==> src/rtl/dpc_pkg.sv <==
package dpc_pkg;
  typedef enum logic [1:0] {
    OWN_NONE  = 2'd0,
    OWN_LEFT  = 2'd1,
    OWN_RIGHT = 2'd2
  } owner_e;
endpackage

==> src/rtl/dpc_port_track.sv <==
// Remembers one port's last sampled controls and flags any change.
module dpc_port_track #(
  parameter int ADDR_W = 10
) (
  input  logic              clk,
  input  logic              rst_n,
  input  logic              ce_n,
  input  logic              rw_n,
  input  logic [ADDR_W-1:0] addr,
  output logic              active,
  output logic              changed
);
  localparam int CTL_W = ADDR_W + 2;

  logic [CTL_W-1:0] now_v;
  logic [CTL_W-1:0] prev_q;

  assign now_v   = {ce_n, rw_n, addr};
  assign active  = ~ce_n;
  assign changed = (now_v != prev_q);

  always_ff @(posedge clk) begin
    if (!rst_n) prev_q <= {2'b11, {ADDR_W{1'b0}}};
    else        prev_q <= now_v;
  end
endmodule

==> src/rtl/dpc_owner_arb.sv <==
// Ownership register for a shared location: first arrival wins, left on a tie.
module dpc_owner_arb #(
  parameter int ADDR_W = 10
) (
  input  logic                clk,
  input  logic                rst_n,
  input  logic                act_l,
  input  logic                act_r,
  input  logic [ADDR_W-1:0]   addr_l,
  input  logic [ADDR_W-1:0]   addr_r,
  input  logic                chg_l,
  input  logic                chg_r,
  output dpc_pkg::owner_e     owner_nxt
);
  import dpc_pkg::*;

  owner_e own_q;
  logic   match;

  assign match = act_l & act_r & (addr_l == addr_r);

  always_comb begin
    owner_nxt = own_q;
    if (!match) begin
      owner_nxt = OWN_NONE;
    end else if (own_q == OWN_NONE) begin
      // the port that just moved is the late one
      if (chg_l && !chg_r) owner_nxt = OWN_RIGHT;
      else                 owner_nxt = OWN_LEFT;
    end
  end

  always_ff @(posedge clk) begin
    if (!rst_n) own_q <= OWN_NONE;
    else        own_q <= owner_nxt;
  end
endmodule

==> src/rtl/dpc_port_gate.sv <==
// Per-port output stage: busy select, write gating, read hold.
module dpc_port_gate #(
  parameter int              DATA_W = 8,
  parameter dpc_pkg::owner_e RIVAL  = dpc_pkg::OWN_RIGHT
) (
  input  logic               clk,
  input  logic               rst_n,
  input  logic               slave_en,
  input  logic               busy_in_n,
  input  dpc_pkg::owner_e    owner_nxt,
  input  logic               ce_n,
  input  logic               rw_n,
  input  logic               changed,
  input  logic [DATA_W-1:0]  arr_rdata,
  output logic               busy_n,
  output logic               mem_we,
  output logic [DATA_W-1:0]  rd_data
);
  logic busy_eff;
  logic hold;

  assign busy_eff = slave_en ? ~busy_in_n : (owner_nxt == RIVAL);
  assign hold     = busy_eff & ~changed;

  always_ff @(posedge clk) begin
    if (!rst_n) begin
      busy_n  <= 1'b1;
      mem_we  <= 1'b0;
      rd_data <= '0;
    end else begin
      busy_n  <= ~busy_eff;
      mem_we  <= ~ce_n & ~rw_n & ~busy_eff;
      if (!hold) rd_data <= arr_rdata;
    end
  end
endmodule

==> src/rtl/dpc_collision_arb.sv <==
module dpc_collision_arb #(
  parameter int ADDR_W = 10,
  parameter int DATA_W = 8
) (
  input  logic              clk,
  input  logic              rst_n,
  input  logic              slave_en,
  input  logic              l_ce_n,
  input  logic              l_rw_n,
  input  logic [ADDR_W-1:0] l_addr,
  input  logic              l_busy_in_n,
  input  logic [DATA_W-1:0] l_arr_rdata,
  output logic              l_busy_n,
  output logic              l_mem_we,
  output logic [DATA_W-1:0] l_rd_data,
  input  logic              r_ce_n,
  input  logic              r_rw_n,
  input  logic [ADDR_W-1:0] r_addr,
  input  logic              r_busy_in_n,
  input  logic [DATA_W-1:0] r_arr_rdata,
  output logic              r_busy_n,
  output logic              r_mem_we,
  output logic [DATA_W-1:0] r_rd_data
);
  import dpc_pkg::*;

  localparam int NPORT = 2;

  logic              ce_a     [NPORT];
  logic              rw_a     [NPORT];
  logic [ADDR_W-1:0] addr_a   [NPORT];
  logic              bin_a    [NPORT];
  logic [DATA_W-1:0] ard_a    [NPORT];
  logic              act_a    [NPORT];
  logic              chg_a    [NPORT];
  logic              busy_a   [NPORT];
  logic              we_a     [NPORT];
  logic [DATA_W-1:0] rd_a     [NPORT];
  owner_e            owner_nxt;

  assign ce_a[0] = l_ce_n;      assign ce_a[1] = r_ce_n;
  assign rw_a[0] = l_rw_n;      assign rw_a[1] = r_rw_n;
  assign addr_a[0] = l_addr;    assign addr_a[1] = r_addr;
  assign bin_a[0] = l_busy_in_n; assign bin_a[1] = r_busy_in_n;
  assign ard_a[0] = l_arr_rdata; assign ard_a[1] = r_arr_rdata;

  for (genvar p = 0; p < NPORT; p++) begin : g_port
    localparam owner_e RIVAL_P = (p == 0) ? OWN_RIGHT : OWN_LEFT;

    dpc_port_track #(.ADDR_W(ADDR_W)) track_i (
      .clk     (clk),
      .rst_n   (rst_n),
      .ce_n    (ce_a[p]),
      .rw_n    (rw_a[p]),
      .addr    (addr_a[p]),
      .active  (act_a[p]),
      .changed (chg_a[p])
    );

    dpc_port_gate #(.DATA_W(DATA_W), .RIVAL(RIVAL_P)) gate_i (
      .clk       (clk),
      .rst_n     (rst_n),
      .slave_en  (slave_en),
      .busy_in_n (bin_a[p]),
      .owner_nxt (owner_nxt),
      .ce_n      (ce_a[p]),
      .rw_n      (rw_a[p]),
      .changed   (chg_a[p]),
      .arr_rdata (ard_a[p]),
      .busy_n    (busy_a[p]),
      .mem_we    (we_a[p]),
      .rd_data   (rd_a[p])
    );
  end

  dpc_owner_arb #(.ADDR_W(ADDR_W)) arb_i (
    .clk       (clk),
    .rst_n     (rst_n),
    .act_l     (act_a[0]),
    .act_r     (act_a[1]),
    .addr_l    (addr_a[0]),
    .addr_r    (addr_a[1]),
    .chg_l     (chg_a[0]),
    .chg_r     (chg_a[1]),
    .owner_nxt (owner_nxt)
  );

  assign l_busy_n  = busy_a[0];
  assign l_mem_we  = we_a[0];
  assign l_rd_data = rd_a[0];
  assign r_busy_n  = busy_a[1];
  assign r_mem_we  = we_a[1];
  assign r_rd_data = rd_a[1];
endmodule

==> config.mk <==
export PLATFORM = sky130hd
export DESIGN_NAME = dpc_collision_arb
export DESIGN_NICKNAME = d
export VERILOG_FILES = /design/src/rtl/dpc_pkg.sv /design/src/rtl/dpc_port_track.sv /design/src/rtl/dpc_owner_arb.sv /design/src/rtl/dpc_port_gate.sv /design/src/rtl/dpc_collision_arb.sv
export SDC_FILE = /design/constraint.sdc
export NUM_CORES = 1
export LEC_CHECK = 0
export ABC_AREA = 1
export BUFFER_PORTS_ARGS = -buffer_cell sky130_fd_sc_hd__buf_2
export CELL_PAD_IN_SITES_DETAIL_PLACEMENT = 1
export CELL_PAD_IN_SITES_GLOBAL_PLACEMENT = 1
export CORE_ASPECT_RATIO = 0.75
export CORE_MARGIN = 1
export CORE_UTILIZATION = 36
export DETAILED_ROUTE_END_ITERATION = 16
export PLACE_DENSITY_LB_ADDON = 0.1
export SYNTH_ARGS = -nofsm -noshare
export SYNTH_HDL_FRONTEND = slang
export SYNTH_SLANG_ARGS = --single-unit
==> constraint.sdc <==
create_clock -name clk -period 2.2 [get_ports clk]
set_input_delay 0.44 -clock clk [delete_from_list [all_inputs] [get_ports clk]]
set_output_delay 0.44 -clock clk [all_outputs]
set_load 0.005 [all_outputs]
## Word level (Yosys, flattened, before mapping)

Index checks and enable logic that the tools add are counted.

| word-level totals | value |
|---|---|
| register bits after elaboration | 46 |

| operators by class | value |
|---|---|
| eq/ne operators | 5 |
| reduce and logical (&&, ||, !) cells | 3 |
| bitwise gates (word level) | 18 |
| multiplexer cells | 5 |

Operators by type and width:

| kind | number |
|---|---|
| 12-bit inequality test | 2 |
| 10-bit == test | 1 |
| 1-bit inverter | 10 |
| 1-bit bitwise AND | 8 |
| 2-bit 2-to-1 mux | 3 |
| 2-bit by 1-bit == test with 1-bit output, second input constant | 1 |
| 2-bit == test, second input constant | 1 |
| 2-bit zero test | 1 |
| 1-bit 2-to-1 mux | 2 |
| 1-bit logical AND | 1 |
| 1-bit zero test | 1 |

## Depth between registers and ports, before layout

| depth | value |
|---|---|
| depth in word-level cells | 10 |
| mapped depth | 15 |
| depth with buffers taken out | 15 |

## Cells and area by module

From an unflattened synthesis, not the netlist that was laid out.

| unflattened totals | value |
|---|---|
| cell total of the unflattened synthesis | 378 |
| area total of the unflattened synthesis | 2,361.0 µm² |

By module, submodules not included:

| module | area an instance (µm²) | cells each | instances |
|---|---|---|---|
| dpc_port_track | 521.8 | 77 | 2 |
| dpc_port_gate | 509.2 | 79 | 2 |
| dpc_owner_arb | 299.0 | 66 | 1 |

## Least setup slack after synthesis

OpenSTA, ideal clock, no wires.

| path | value |
|---|---|
| path type | input -> register |
| from | input port r_addr[6] |
| to | register g_port[1].gate_i.rd_data[0] |
| data arrival time | 1.552 ns |
| data required time | 2.087 ns |
| library setup time | 0.113 ns |
| cell stages on the path | 12 |
| slack | 0.534 ns |
| path through | xor2_1 > nor2_1 > nand2_1 > nor2_8 > nand2_4 > nand2_4 > nand2_4 > nand2_4 > nand2_4 > buf_6 > a21oi_2 > nor2_1 |

| between the ends | value |
|---|---|
| word-level cells in the longest chain between the ends | 9 |
| elaborated cells on any way between the ends | 12 |

RTL lines:

| what | RTL line | RTL |
|---|---|---|
| start: declaration | dpc_collision_arb.sv:18 | `input logic [ADDR_W-1:0] r_addr,` |
| 12-bit inequality test | dpc_port_track.sv:20 | `assign changed = (now_v != prev_q);` |
| 1-bit zero test | dpc_owner_arb.sv:28 | `if (chg_l && !chg_r) owner_nxt = OWN_RIGHT;` |
| 1-bit logical AND | dpc_owner_arb.sv:28 |  |
| 2-bit 2-to-1 mux | dpc_owner_arb.sv:28 |  |
| 2-bit 2-to-1 mux | dpc_owner_arb.sv:26 | `end else if (own_q == OWN_NONE) begin` |
| 2-bit 2-to-1 mux | dpc_owner_arb.sv:24 | `if (!match) begin` |
| 2-bit by 1-bit == test with 1-bit output | dpc_port_gate.sv:22 | `assign busy_eff = slave_en ? ~busy_in_n : (owner_nxt == RIVAL);` |
| 1-bit 2-to-1 mux | dpc_port_gate.sv:22 |  |
| 1-bit bitwise AND * | dpc_port_gate.sv:23 | `assign hold = busy_eff & ~changed;` |
| end signal: assignment | dpc_port_gate.sv:33 | `if (!hold) rd_data <= arr_rdata;` |
| end: declaration | dpc_port_gate.sv:17 | `output logic [DATA_W-1:0] rd_data` |

Mark *: on every way between the ends. The rest lies on a longest branch, timed or not.
A chain may end at the register's enable or synchronous reset.

## Worst setup path after layout

| path | value |
|---|---|
| from | register g_port[0].track_i.prev_q[8] |
| to | register g_port[1].gate_i.rd_data[5] |

| between the ends | value |
|---|---|
| word-level cells in the longest chain between the ends | 8 |

RTL lines:

| what | RTL line | RTL |
|---|---|---|
| start: declaration | dpc_port_track.sv:16 | `logic [CTL_W-1:0] prev_q;` |
| start signal: assignment | dpc_port_track.sv:23 | `if (!rst_n) prev_q <= {2'b11, {ADDR_W{1'b0}}};` |
| start signal: assignment | dpc_port_track.sv:24 | `else prev_q <= now_v;` |
| 12-bit inequality test | dpc_port_track.sv:20 |  |
| 1-bit logical AND | dpc_owner_arb.sv:28 |  |
| 2-bit 2-to-1 mux | dpc_owner_arb.sv:28 |  |
| 2-bit 2-to-1 mux | dpc_owner_arb.sv:26 |  |
| 2-bit 2-to-1 mux | dpc_owner_arb.sv:24 |  |
| 2-bit by 1-bit == test with 1-bit output | dpc_port_gate.sv:22 |  |
| 1-bit 2-to-1 mux | dpc_port_gate.sv:22 |  |
| 1-bit bitwise AND | dpc_port_gate.sv:23 |  |

No other way between the ends.

==> summary.md <==
| Metric | Value |
|---|---|
| Worst Skew | `0.00566 ns` |
| DR vias | `1977` |
| Nets@finish | `418` |
| Clk slew on worst S/H paths | `0.09 ns` |
| Largest net degree at the start of global routing | `26` |
| Routed wl met3 | `278 um` |
| WP buf/inv | `0` |
| CTS tree | `yes` |
| Most common cell after layout, fill and taps aside | `nand2_1` |
| Most frequent cells in the layout | `nand2_1 (93), buf_2 (64), inv_1 (52)` |
| Worst setup EP type | `flop` |
| Post-CTS Setup Bufs | `0` |
| Power density over the cells | `643 nW/um^2` |
| Worst stage delay on the critical path | `0.32 ns` |
| Slew Limit Fails | `0` |
| Setup_tns | `0 ns` |
| GRT Total Usage | `0.169` |
| Worst-path maximum fanout | `18` |
| Synth unique cells | `28` |
| Initial drt markers | `44` |
| HPWL Detailed | `4070 um` |
| Vias in the first global route | `1877` |
| Synth Instances | `309` |
| RSZ-0062 raised after global routing | `no` |
| Initial antenna violation count | `0` |
| Tightest Hold Check Type | `input pin to flop` |
| CORE AREA | `5950 um^2` |
| Fillers | `786` |
| Die ar. | `6650 um^2` |
| Vias per std cell | `4.37` |
| Most common flop cell mapped by yosys | `dfxtp_1` |
| Dpl cells | `444` |
| Grt ovf | `0` |
| Max VDD drop | `0.248 mV` |
| Crit path depth | `12` |
| Post-CTS Hold Buffers | `0` |
| Worst r2r src | `g_port[0].track_i.prev_q[8]` |
| Syn_nets | `354` |
| Final hold violations | `0` |
| CP Launch Type | `flop` |
| Worst Tran Pin Value | `0.458 ns` |
| N_diodes | `0` |
| TritonCTS Buffers | `5` |
| Setup crit end | `g_port[1].gate_i.rd_data[5]` |
| Drt wl/cell | `11.4 um` |
| Critical Path AT | `1.93 ns` |
| Post-synth ARST share | `0` |
| Status | `finished clean` |
| RD Place Congestion | `0.711` |
| CP delay by family, top | `simple AND/OR/NAND/NOR gates` |
| Drt drc | `0` |
| Initial Utilization | `0.383` |
| CP cell instances | `xnor2_1, nand2_1, nor2_1, nand3_1, nand2_4, nand2_4, nand2_4, nand2_4, nand2_4, nand3_1, nand2_1, nor2_1` |
| Critical path type | `flop to flop` |
| Crit path from | `g_port[0].track_i.prev_q[8]` |
| Crit path required time | `2.40 ns` |
| CP dominant cell by count | `nand2_4` |
| Post-route non-filler standard cell count | `452` |
| CTS root buffer | `clkbuf_8` |
| Clock Tree Buf Depth | `2` |
| Drt first pass iters | `3` |
| IO Port Bufs | `64` |
| Final core utilization | `0.464` |
| Max layer used | `met4` |
| Sequential share of the synthesized area | `0.404` |
| Clk Latency, worst-skew pair | `0.30 ns` |
| H-tree Lvls | `2` |
| Place WS | `0.138 ns` |
| Tmin final | `1.73 ns` |
| Netlist Area Pre-Place | `2280 um^2` |
| Synth warn | `0` |
| Die X | `93.9 um` |
| Slew headroom | `0.695` |
| Reg-to-reg setup timing slack | `0.47 ns` |
| Layout cells sized above 1 | `0.313` |
| P&R area growth vs syn | `21.0%` |
| I/O pin cnt | `65` |
| Pleak | `0.00150 uW` |
| Crit share post-route | `0.789` |
| #FFs+latches synth | `46` |
| # rows | `24` |
| FF-to-FF path depth | `12` |
| Post-CTS Resized | `0` |
| Final ANT Viol Nets | `0` |
| Slowest stage cell, crit path | `dfxtp_1` |
| Routed Wire Length | `5170 um` |
| Metal1 wirelength | `2500 um` |
| Met2 WL | `2320 um` |
| CTS sink count | `46` |
| Reg2reg end | `g_port[1].gate_i.rd_data[5]` |
| Die height | `70.9 um` |
| First-pass GRT wire length | `8640 um` |
| Avg Cell Area, Syn | `7.37 um^2` |
| Fmax | `0.576 GHz` |
| Max cap viols | `0` |
| Number of enable flip-flop cells after synthesis | `0` |
| Final setup vio count | `0` |
| Post-route setup slack | `0.465 ns` |
## state kept, by name (all words and copies together) (netlist names)
name,cells
g_port.track_i.prev_q,24
g_port.gate_i.rd_data,16
arb_i.own_q,2
g_port.gate_i.busy_n,2
g_port.gate_i.mem_we,2
## metrics by stage
step	power (uW)	hold slack (ns)	area, um^2
after global placement	1160	0.529	2650
final	1770	0.336	2760
after detailed placement	1170	0.543	2650
after floorplan	1060	0.494	2280
after CTS	1810	0.325	2760
after global routing	1870	0.329	2760
## cells in the mapped netlist, types with 2 or more instances
library cell / count / area (um^2)
a21oi_2: 16 / 140
buf_2: 2 / 10.0
clkbuf_1: 5 / 18.8
dfxtp_1: 46 / 921
inv_1: 52 / 195
inv_2: 6 / 22.5
nand2_1: 93 / 349
nand2_2: 2 / 12.5
nand2_4: 6 / 67.6
nand3_1: 11 / 55.1
nand3b_1: 8 / 60.1
nor2_1: 18 / 67.6
nor2_2: 11 / 68.8
nor3_1: 2 / 10.0
o21ai_0: 2 / 10.0
xnor2_1: 14 / 123
xor2_1: 4 / 35.0
## where the power goes
group	switching, uW	internal, uW	leakage, uW
Sequential	17.5	874	0.000382
Clock	292	340	0.0000524
Combinational	140	109	0.00107
## worst reg2reg max path, cell delays in order (launching register included)
cell and delay, ns:
dfxtp_1 0.32, xnor2_1 0.14, nand2_1 0.07, nor2_1 0.17, nand3_1 0.19, nand2_4 0.12
nand2_4 0.06, nand2_4 0.07, nand2_4 0.05, nand2_4 0.20, nand3_1 0.11, nand2_1 0.07
nor2_1 0.05
## layout make-up
cell class / instances / area [um^2] / share of cell area
clock buffers: 7 / 76.3 / 0.0277
clock inverters: 1 / 30.0 / 0.0109
inverters: 58 / 218 / 0.0789
multi-input cells: 196 / 1080 / 0.392
flip-flops and latches: 46 / 921 / 0.334
well taps: 78 / 97.6 / 0.0354
repair buffers: 66 / 335 / 0.122
## cell families after synthesis
logic type | Yosys count | synth area share
flip-flops | 46 | 0.404
buffers and inverters | 67 | 0.122
AND/OR/NAND/NOR | 156 | 0.328
AO/OA/AOI/OAI | 22 | 0.0763
XOR/XNOR | 18 | 0.0692
## how the worst min path moves through the flow
stage,startpoint,endpoint,slack [ns],depth (start not counted)
after detailed placement,g_port[1].gate_i.rd_data[0],g_port[1].gate_i.rd_data[0],0.54,4
final,l_rw_n,g_port[0].gate_i.mem_we,0.34,2
after floorplan,arb_i.own_q[0],arb_i.own_q[0],0.49,2
after CTS,l_rw_n,g_port[0].gate_i.mem_we,0.32,2
after global placement,g_port[1].gate_i.rd_data[7],g_port[1].gate_i.rd_data[7],0.53,4
after global routing,l_rw_n,g_port[0].gate_i.mem_we,0.33,2
## metal layers
layer,global-route usage,vias to the layer above
met5,0,-
met4,0.0564,0
met3,0.0516,8
met2,0.268,37
met1,0.219,893
li1,-,1039
(Power assumes the default switching activity.)
